### config.mk
export PLATFORM = sky130hd
export DESIGN_NAME = regmap_serial_port
export DESIGN_NICKNAME = d
export VERILOG_FILES = /design/src/rtl/regmap_port_pkg.sv /design/src/rtl/regmap_seq.sv /design/src/rtl/regmap_bank.sv /design/src/rtl/regmap_launch.sv /design/src/rtl/regmap_serial_port.sv
export SDC_FILE = /design/constraint.sdc
export NUM_CORES = 2
export LEC_CHECK = 0
export ABC_AREA = 1
export ABC_CLOCK_PERIOD_IN_PS = 2600
export BUFFER_PORTS_ARGS = -buffer_cell sky130_fd_sc_hd__buf_2
export CAP_MARGIN = 10
export CORE_MARGIN = 2
export CORE_UTILIZATION = 47
export DETAILED_ROUTE_END_ITERATION = 8
export PLACE_DENSITY = 0.68
export SETUP_SLACK_MARGIN = 0.4
export SKIP_LAST_GASP = 1
export SYNTH_ARGS = -nofsm -noshare
export SYNTH_HDL_FRONTEND = slang
export SYNTH_SLANG_ARGS = --single-unit
export TNS_END_PERCENT = 50
### constraint.sdc
create_clock -name sclk -period 2.6 [get_ports sclk]
set_input_delay 0.26 -clock sclk [delete_from_list [all_inputs] [get_ports sclk]]
set_output_delay 0.26 -clock sclk [all_outputs]
set_load 0.03 [all_outputs]
### src/rtl/regmap_port_pkg.sv
package regmap_port_pkg;

    typedef enum logic [1:0] {
        ST_IDLE  = 2'd0,
        ST_CMD   = 2'd1,
        ST_WRITE = 2'd2,
        ST_READ  = 2'd3
    } seq_state_t;

    function automatic int cnt_width(input int addr_w, input int data_w);
        int longest;
        longest = (data_w > addr_w + 1) ? data_w : addr_w + 1;
        return $clog2(longest);
    endfunction

endpackage

### src/rtl/regmap_seq.sv
module regmap_seq
    import regmap_port_pkg::*;
#(
    parameter int ADDR_W = 7,
    parameter int DATA_W = 16,
    localparam int CNT_W = cnt_width(ADDR_W, DATA_W)
) (
    input  logic              clk,
    input  logic              rst_n,
    input  logic              cs_n,
    input  logic              sdi,
    output logic [ADDR_W-1:0] addr,
    output logic [CNT_W-1:0]  bit_cnt,
    output logic              wr_en,
    output logic [DATA_W-1:0] wdata,
    output logic              rd_active
);

    localparam int HDR_BITS = ADDR_W + 1;

    seq_state_t          state_q, state_d;
    logic [CNT_W-1:0]    cnt_q, cnt_d;
    logic [ADDR_W-1:0]   addr_q, addr_d;
    logic [DATA_W-2:0]   shift_q, shift_d;
    logic                word_done;

    // state register
    always_ff @(posedge clk or negedge rst_n) begin
        if (!rst_n) begin
            state_q <= ST_IDLE;
            cnt_q   <= '0;
            addr_q  <= '0;
            shift_q <= '0;
        end else begin
            state_q <= state_d;
            cnt_q   <= cnt_d;
            addr_q  <= addr_d;
            shift_q <= shift_d;
        end
    end

    // next state and outputs
    always_comb begin
        state_d   = state_q;
        cnt_d     = cnt_q;
        addr_d    = addr_q;
        shift_d   = {shift_q[DATA_W-3:0], sdi};
        wr_en     = 1'b0;
        word_done = 1'b0;
        if (cs_n) begin
            state_d = ST_IDLE;
            cnt_d   = '0;
        end else begin
            unique case (state_q)
                ST_IDLE: begin
                    state_d = ST_CMD;
                    cnt_d   = CNT_W'(1);
                end
                ST_CMD: begin
                    if (cnt_q == CNT_W'(HDR_BITS - 1)) begin
                        state_d = shift_q[ADDR_W-1] ? ST_READ : ST_WRITE;
                        addr_d  = {shift_q[ADDR_W-2:0], sdi};
                        cnt_d   = '0;
                    end else begin
                        cnt_d = cnt_q + 1'b1;
                    end
                end
                ST_WRITE, ST_READ: begin
                    if (cnt_q == CNT_W'(DATA_W - 1)) begin
                        cnt_d     = '0;
                        addr_d    = addr_q + 1'b1;
                        word_done = 1'b1;
                        wr_en     = (state_q == ST_WRITE);
                    end else begin
                        cnt_d = cnt_q + 1'b1;
                    end
                end
            endcase
        end
    end

    assign addr      = addr_q;
    assign bit_cnt   = cnt_q;
    assign wdata     = {shift_q, sdi};
    assign rd_active = (state_q == ST_READ);

    AST_IDLE_ON_DESELECT: assert property (@(posedge clk) disable iff (!rst_n)
        cs_n |=> (state_q == ST_IDLE && cnt_q == '0));

    AST_ADDR_STEP: assert property (@(posedge clk) disable iff (!rst_n)
        word_done |=> addr_q == ADDR_W'($past(addr_q) + 1'b1));

    AST_ADDR_WRAP: assert property (@(posedge clk) disable iff (!rst_n)
        (word_done && addr_q == '1) |=> addr_q == '0);

endmodule

### src/rtl/regmap_bank.sv
module regmap_bank #(
    parameter int ADDR_W = 7,
    parameter int DATA_W = 16,
    localparam int DEPTH = 1 << ADDR_W
) (
    input  logic              clk,
    input  logic              rst_n,
    input  logic              wr_en,
    input  logic [ADDR_W-1:0] waddr,
    input  logic [DATA_W-1:0] wdata,
    input  logic [ADDR_W-1:0] raddr,
    output logic [DATA_W-1:0] rdata
);

    logic [DATA_W-1:0] mem [DEPTH];

    always_ff @(posedge clk or negedge rst_n) begin
        if (!rst_n) begin
            for (int i = 0; i < DEPTH; i++) begin
                mem[i] <= '0;
            end
        end else if (wr_en) begin
            mem[waddr] <= wdata;
        end
    end

    assign rdata = mem[raddr];

    AST_WR_COMMIT: assert property (@(posedge clk) disable iff (!rst_n)
        wr_en |=> mem[$past(waddr)] == $past(wdata));

endmodule

### src/rtl/regmap_launch.sv
module regmap_launch (
    input  logic clk,
    input  logic rst_n,
    input  logic cs_n,
    input  logic late_mode,
    input  logic bit_in,
    input  logic rd_active,
    output logic sdo,
    output logic sdo_oe
);

    logic fall_q;
    logic rise_q;

    // normal timing: launched on the falling edge
    always_ff @(negedge clk or negedge rst_n) begin
        if (!rst_n) begin
            fall_q <= 1'b0;
        end else begin
            fall_q <= bit_in;
        end
    end

    // delayed timing: launched half a clock later, on the rising edge
    always_ff @(posedge clk or negedge rst_n) begin
        if (!rst_n) begin
            rise_q <= 1'b0;
        end else begin
            rise_q <= bit_in;
        end
    end

    assign sdo    = late_mode ? rise_q : fall_q;
    assign sdo_oe = !cs_n && rd_active;

    AST_LATE_HALF_CYCLE: assert property (@(posedge clk) disable iff (!rst_n)
        (rd_active && !cs_n) |=> rise_q == $past(fall_q));

endmodule

### src/rtl/regmap_serial_port.sv
module regmap_serial_port
    import regmap_port_pkg::*;
#(
    parameter int ADDR_W = 7,
    parameter int DATA_W = 16
) (
    input  logic sclk,
    input  logic rst_n,
    input  logic cs_n,
    input  logic sdi,
    input  logic late_mode,
    output logic sdo,
    output logic sdo_oe
);

    localparam int CNT_W = cnt_width(ADDR_W, DATA_W);

    logic [ADDR_W-1:0] addr;
    logic [CNT_W-1:0]  bit_cnt;
    logic              wr_en;
    logic [DATA_W-1:0] wdata;
    logic [DATA_W-1:0] rdata;
    logic              rd_active;
    logic              rd_bit;

    regmap_seq #(.ADDR_W(ADDR_W), .DATA_W(DATA_W)) u_seq (
        .clk       (sclk),
        .rst_n     (rst_n),
        .cs_n      (cs_n),
        .sdi       (sdi),
        .addr      (addr),
        .bit_cnt   (bit_cnt),
        .wr_en     (wr_en),
        .wdata     (wdata),
        .rd_active (rd_active)
    );

    regmap_bank #(.ADDR_W(ADDR_W), .DATA_W(DATA_W)) u_bank (
        .clk   (sclk),
        .rst_n (rst_n),
        .wr_en (wr_en),
        .waddr (addr),
        .wdata (wdata),
        .raddr (addr),
        .rdata (rdata)
    );

    assign rd_bit = rdata[CNT_W'(DATA_W - 1) - bit_cnt];

    regmap_launch u_launch (
        .clk       (sclk),
        .rst_n     (rst_n),
        .cs_n      (cs_n),
        .late_mode (late_mode),
        .bit_in    (rd_bit),
        .rd_active (rd_active),
        .sdo       (sdo),
        .sdo_oe    (sdo_oe)
    );

    AST_NO_WRITE_DESELECTED: assert property (@(posedge sclk) disable iff (!rst_n)
        wr_en |-> !cs_n);

endmodule

==> Word level (Yosys, flattened, before mapping) <==
Cells that the tools add are included.
Widths: inputs -> output; s select.
{ "word_totals": {"inputBits": 5, "wordCells": 182, "register_bits": 2078} }
{ "classes": {"reduce_logical": 9, "bitwise": 2, "mux": 23, "eq_ne": 8, "add_sub_neg": 3, "n_lt_le_gt_ge": 3} }
{ "op_table": {"columns": ["operator", "n"], "rows": [
  ["$bwmux 2048", 1],
  ["$bmux 16 s7", 1],
  ["$demux 16 s7", 1],
  ["$mux 16", 3],
  ["$mux 7", 2],
  ["$pmux 7 s2", 1],
  ["$mux 4", 3],
  ["$pmux 4 s3", 1],
  ["$ge 8x8->1 const B", 1],
  ["$lt 8x1->1 const B", 1],
  ["$not 7->8", 1],
  ["$add 7x1->7 const B", 1],
  ["$mux 1", 6],
  ["$lt 4x5->1 const B", 1],
  ["$add 4x1->4 const B", 1],
  ["$bmux 1 s4", 1],
  ["$eq 2x2->1 const B", 2],
  ["$eq 4x3->1 const B", 1],
  ["$eq 4x4->1 const B", 1],
  ["$mux 2", 2],
  ["$ne 2x1->1 const B", 2],
  ["$pmux 2 s2", 1],
  ["$reduce_and 4->1", 1],
  ["$sub 4x4->4 const A", 1],
  ["other kinds (10)", 11]
]} }

==> Longest topological paths before layout <==
{ "logic_depth": {"ltp_word": 6, "depth_mapped": 20, "ltp_nobuf": 16} }

==> Hierarchy <==
Synthesis repeated with hierarchy kept, for this count alone.
{ "hier_totals": {"hier_cells": 11681, "area_unflattened_um2": 93472.1} }
{ "by_module_without_submodules": {"columns": ["mod", "instances", "seq_area_each_um2", "cells_each", "area_each_um2"], "rows": [
  ["regmap_bank", 1, 51249.2, 11493, 91951.9],
  ["regmap_seq", 1, 700.7, 130, 1217.4],
  ["regmap_serial_port", 1, 0.0, 50, 230.2],
  ["regmap_launch", 1, 50.0, 8, 72.6]
]} }

==> results_dict.tcl <==
set metrics [dict create \
    status "finished with violations" \
    failed_checks "negative setup slack" \
    number_of_flops_mapped_to_enable_cells_by_yosys 0 \
    tritoncts.num_buffers 217 \
    multi_input_gate_area_sq_um 38100 \
    synth_top_cell_area_share_pct 53.9 \
    clock_tree.buffer_depth 3 \
    via_cell_ratio 5.62 \
    ys_warn_count 0 \
    htreeDepth 4 \
    final_layout_setup_total_negative_slack_ns -116.97 \
    critPathArrivalTime_ns 3.69 \
    power_leakage_uw 0.0557 \
    detailedPlacementHpwl_mm 202 \
    final-hold-violation-count 0 \
    synthesized_area_per_cell_sq_um 7.84 \
    antenna_violating_nets_left 0 \
    min-delay-path-class "input pin to async pin" \
    clk_pin_slew_ns 0.06 \
    setup_violations 984 \
    remaining_drc_errors 0 \
    worst-endpoint-required_ns 1.92 \
    floorplan.initialDensity_pct 47.2 \
    core_util_final_pct 57.6 \
    async_flop_share_pct 100 \
    globalRouteMet3Util_pct 5.41 \
    antenna_violations_before_repair 11 \
    reg2reg_slack_ns -1.77 \
    die_h_microns 457 \
    synth-seq-cells 2078 \
    worstReg2RegStart "u_seq.addr[0]$_DFFE_PN0P_" \
    areal_power_density_over_the_cells_nw_per_um2 917 \
    net_total_in_the_final_layout 12600 \
    synthCells 12300 \
    wl_mm 331 \
    die_width_microns 457 \
    timing.setup.critical_path_class "flop to flop" \
    area.growth.synth_to_final_pct 22.0 \
    fp.coreArea_sq_um 204000 \
    worst_slew_margin_rel_pct 21.8 \
    seq_total_area_yosys_pct 53.9 \
    insertion_delay_ns 0.88 \
    startpoint_type "flop" \
    place.port_buffers 6 \
    finalNonFillerCells 15500 \
    wl_per_cell_microns 21.4 \
    worst_r2r_endpoint "u_launch.fall_q$_DFF_NN0_" \
    regArea_sq_um 52000 \
    clock_sink_count 2078 \
    vdd_ir_drop_max_v 0.000826 \
    prevailing_post_synth_register_cell "dfrtp_1" \
    ys_types 34 \
    total_via_count_in_the_routed_design 86800 \
    final.setup.worst_slack_ns -1.77 \
    floorplan.io_pins 7 \
    timing.critical_path.to_type "flop" \
    ff2ff_path_depth 20 \
    most-common-layout-cells "nand2_1 (3,633), o21ai_0 (2,330), dfrtp_1 (2,075), inv_1 (958), nor2_1 (833)" \
    global_route.usage.met2_pct 47.3 \
    grt.overflow.total 0 \
    rows 166 \
    synth_nets 12300 \
    post_synth_main_area_contributors "dfrtp_1 (54%), nand2_1 (15%), o21ai_0 (13%)" \
    grt.met1_usage_pct 42.8 \
    dp_cells 14900 \
    worstPathMaxFanout 10 \
    total_power_uw 108000 \
    detail_route.iter0.violations 11400 \
    drt_pre_antenna_iters 7 \
    post_route_cells_drive_above_1_share_pct 15.4 \
    synth_top_cell_by_area "dfrtp_1" \
    pin_count_of_the_biggest_net_entering_global_routing 180 \
    final_common_cell "nand2_1" \
    fillers 17900 \
    grt_pass1_vias 82300 \
    clock_skew_ns 0.113 \
    worst_pin_slew_ns 1.17 \
    report.final.slew_viol_count 0 \
    gp_congestion 0.946 \
    grt.busiest_layer "met2" \
    max_cap_viols 0 \
    tritoncts "built" \
    root_driver "clkbuf_16" \
    first_pass_grt_wire_length_mm 496 \
    syn-cell-area_sq_um 96400 \
    fp.dieArea_sq_um 209000 \
    gr-usage-all-layers_pct 30.5 \
    setup_repair_after_global_routing_missed_its_margin "yes" \
]
cell usage after synthesis (all sizes together) (4+ instances only):
cell / count
a21oi: 12
buf: 257
clkbuf: 732
dfrtp: 2077
inv: 983
nand2: 3738
nand3: 456
nand4: 4
nor2: 934
nor3: 7
o211ai: 304
o21ai: 2517
o22ai: 10
or2: 261
flip-flops by register name (all words and copies together), names as in the netlist:
register,cells
u_seq.bit_cnt,4
u_seq.state_q,2
u_seq.shift_q,15
u_bank.mem,2048
u_launch.fall_q,1
u_seq.addr,7
u_launch.rise_q,1
final cells by class:
| cell class | count | share of cell area, % |
|---|---|---|
| flip-flops and latches | 2078 | 44.2 |
| repair buffers | 1045 | 10.9 |
| inverters | 984 | 3.20 |
| clock buffers | 325 | 5.54 |
| diodes | 6 | 0.0128 |
| multi-input cells | 8256 | 32.4 |
| clock inverters | 72 | 0.876 |
| well taps | 2688 | 2.86 |
routing by layer:
layer  share of wire [%]  wire [microns]
met5              0.0039              13
met4                 4.1           13600
met3                 9.3           30600
met2                  45          149000
met1                  42          138000
critical path: stages (launching register included):
cell     delay (ns)
dfrtp_4        0.52
buf_12         0.16
buf_16         0.16
buf_16         0.16
buf_4          0.13
or2_2          0.28
nand3_1        0.09
nand2_1        0.07
nor2_2         0.09
nor2_1         0.09
nor2_1         0.16
buf_4          0.18
nand2_1        0.06
nand2_1        0.07
nand2_2        0.06
nor2_2         0.09
nand2_1        0.06
nand3_1        0.10
nand3_2        0.09
nand3_2        0.09
nand2_2        0.06
power breakdown:
group,total [uW],switching [uW],leakage [uW],internal (uW)
sequential,32600,138,0.0290,32500
combinational,42400,26000,0.0230,16400
clock,32900,13500,0.00373,19400
total,108000,39600,0.0557,68200
how the worst max path moves through the flow:
| stage | slack, ns | end | cells after the start | from |
|---|---|---|---|---|
| 3_5_place_dp | -2.22 | u_launch.fall_q$_DFF_NN0_ | 18 | u_seq.addr[0]$_DFFE_PN0P_ |
| 6_report | -1.77 | u_launch.fall_q$_DFF_NN0_ | 20 | u_seq.addr[0]$_DFFE_PN0P_ |
| 2_1_floorplan | -0.79 | u_launch.fall_q$_DFF_NN0_ | 17 | u_seq.addr[0]$_DFFE_PN0P_ |
| 4_1_cts | -1.74 | u_launch.fall_q$_DFF_NN0_ | 20 | u_seq.addr[0]$_DFFE_PN0P_ |
| 5_1_grt | -1.90 | u_launch.fall_q$_DFF_NN0_ | 20 | u_seq.addr[0]$_DFFE_PN0P_ |
| 3_3_place_gp | -2.27 | u_launch.fall_q$_DFF_NN0_ | 18 | u_seq.addr[0]$_DFFE_PN0P_ |
kinds of logic after synthesis:
family                     Yosys count  share of synthesized area (%)
AOI/OAI and AO/OA                 2849                           15.6
xor gates and xnor gates             1                        0.00908
adders and majority gates            2                         0.0259
buffers and inverters             1973                           8.03
DFF                               2078                           53.9
muxes                                1                         0.0117
and+or+nand+nor                   5403                           22.4
per-stage QoR:
step	worst slack (ns)	area (sq um)	hold WS (ns)
after floorplan	-0.790	96600	-0.0356
after global placement	-2.27	106000	0.412
after detailed placement	-2.22	106000	0.417
after CTS	-1.74	115000	0.131
after global routing	-1.90	118000	0.149
final	-1.77	118000	0.161
timing repair:
action                                   CTS  global route
hold buffers                               3             0
endpoints found under the setup margin  2054          2059
resized for setup                        207           386
pin swaps                                 53           112
endpoints found under the hold margin   1267             0
setup buffers                             38            30
gates cloned                              15            40
(Power assumes the default switching activity.)
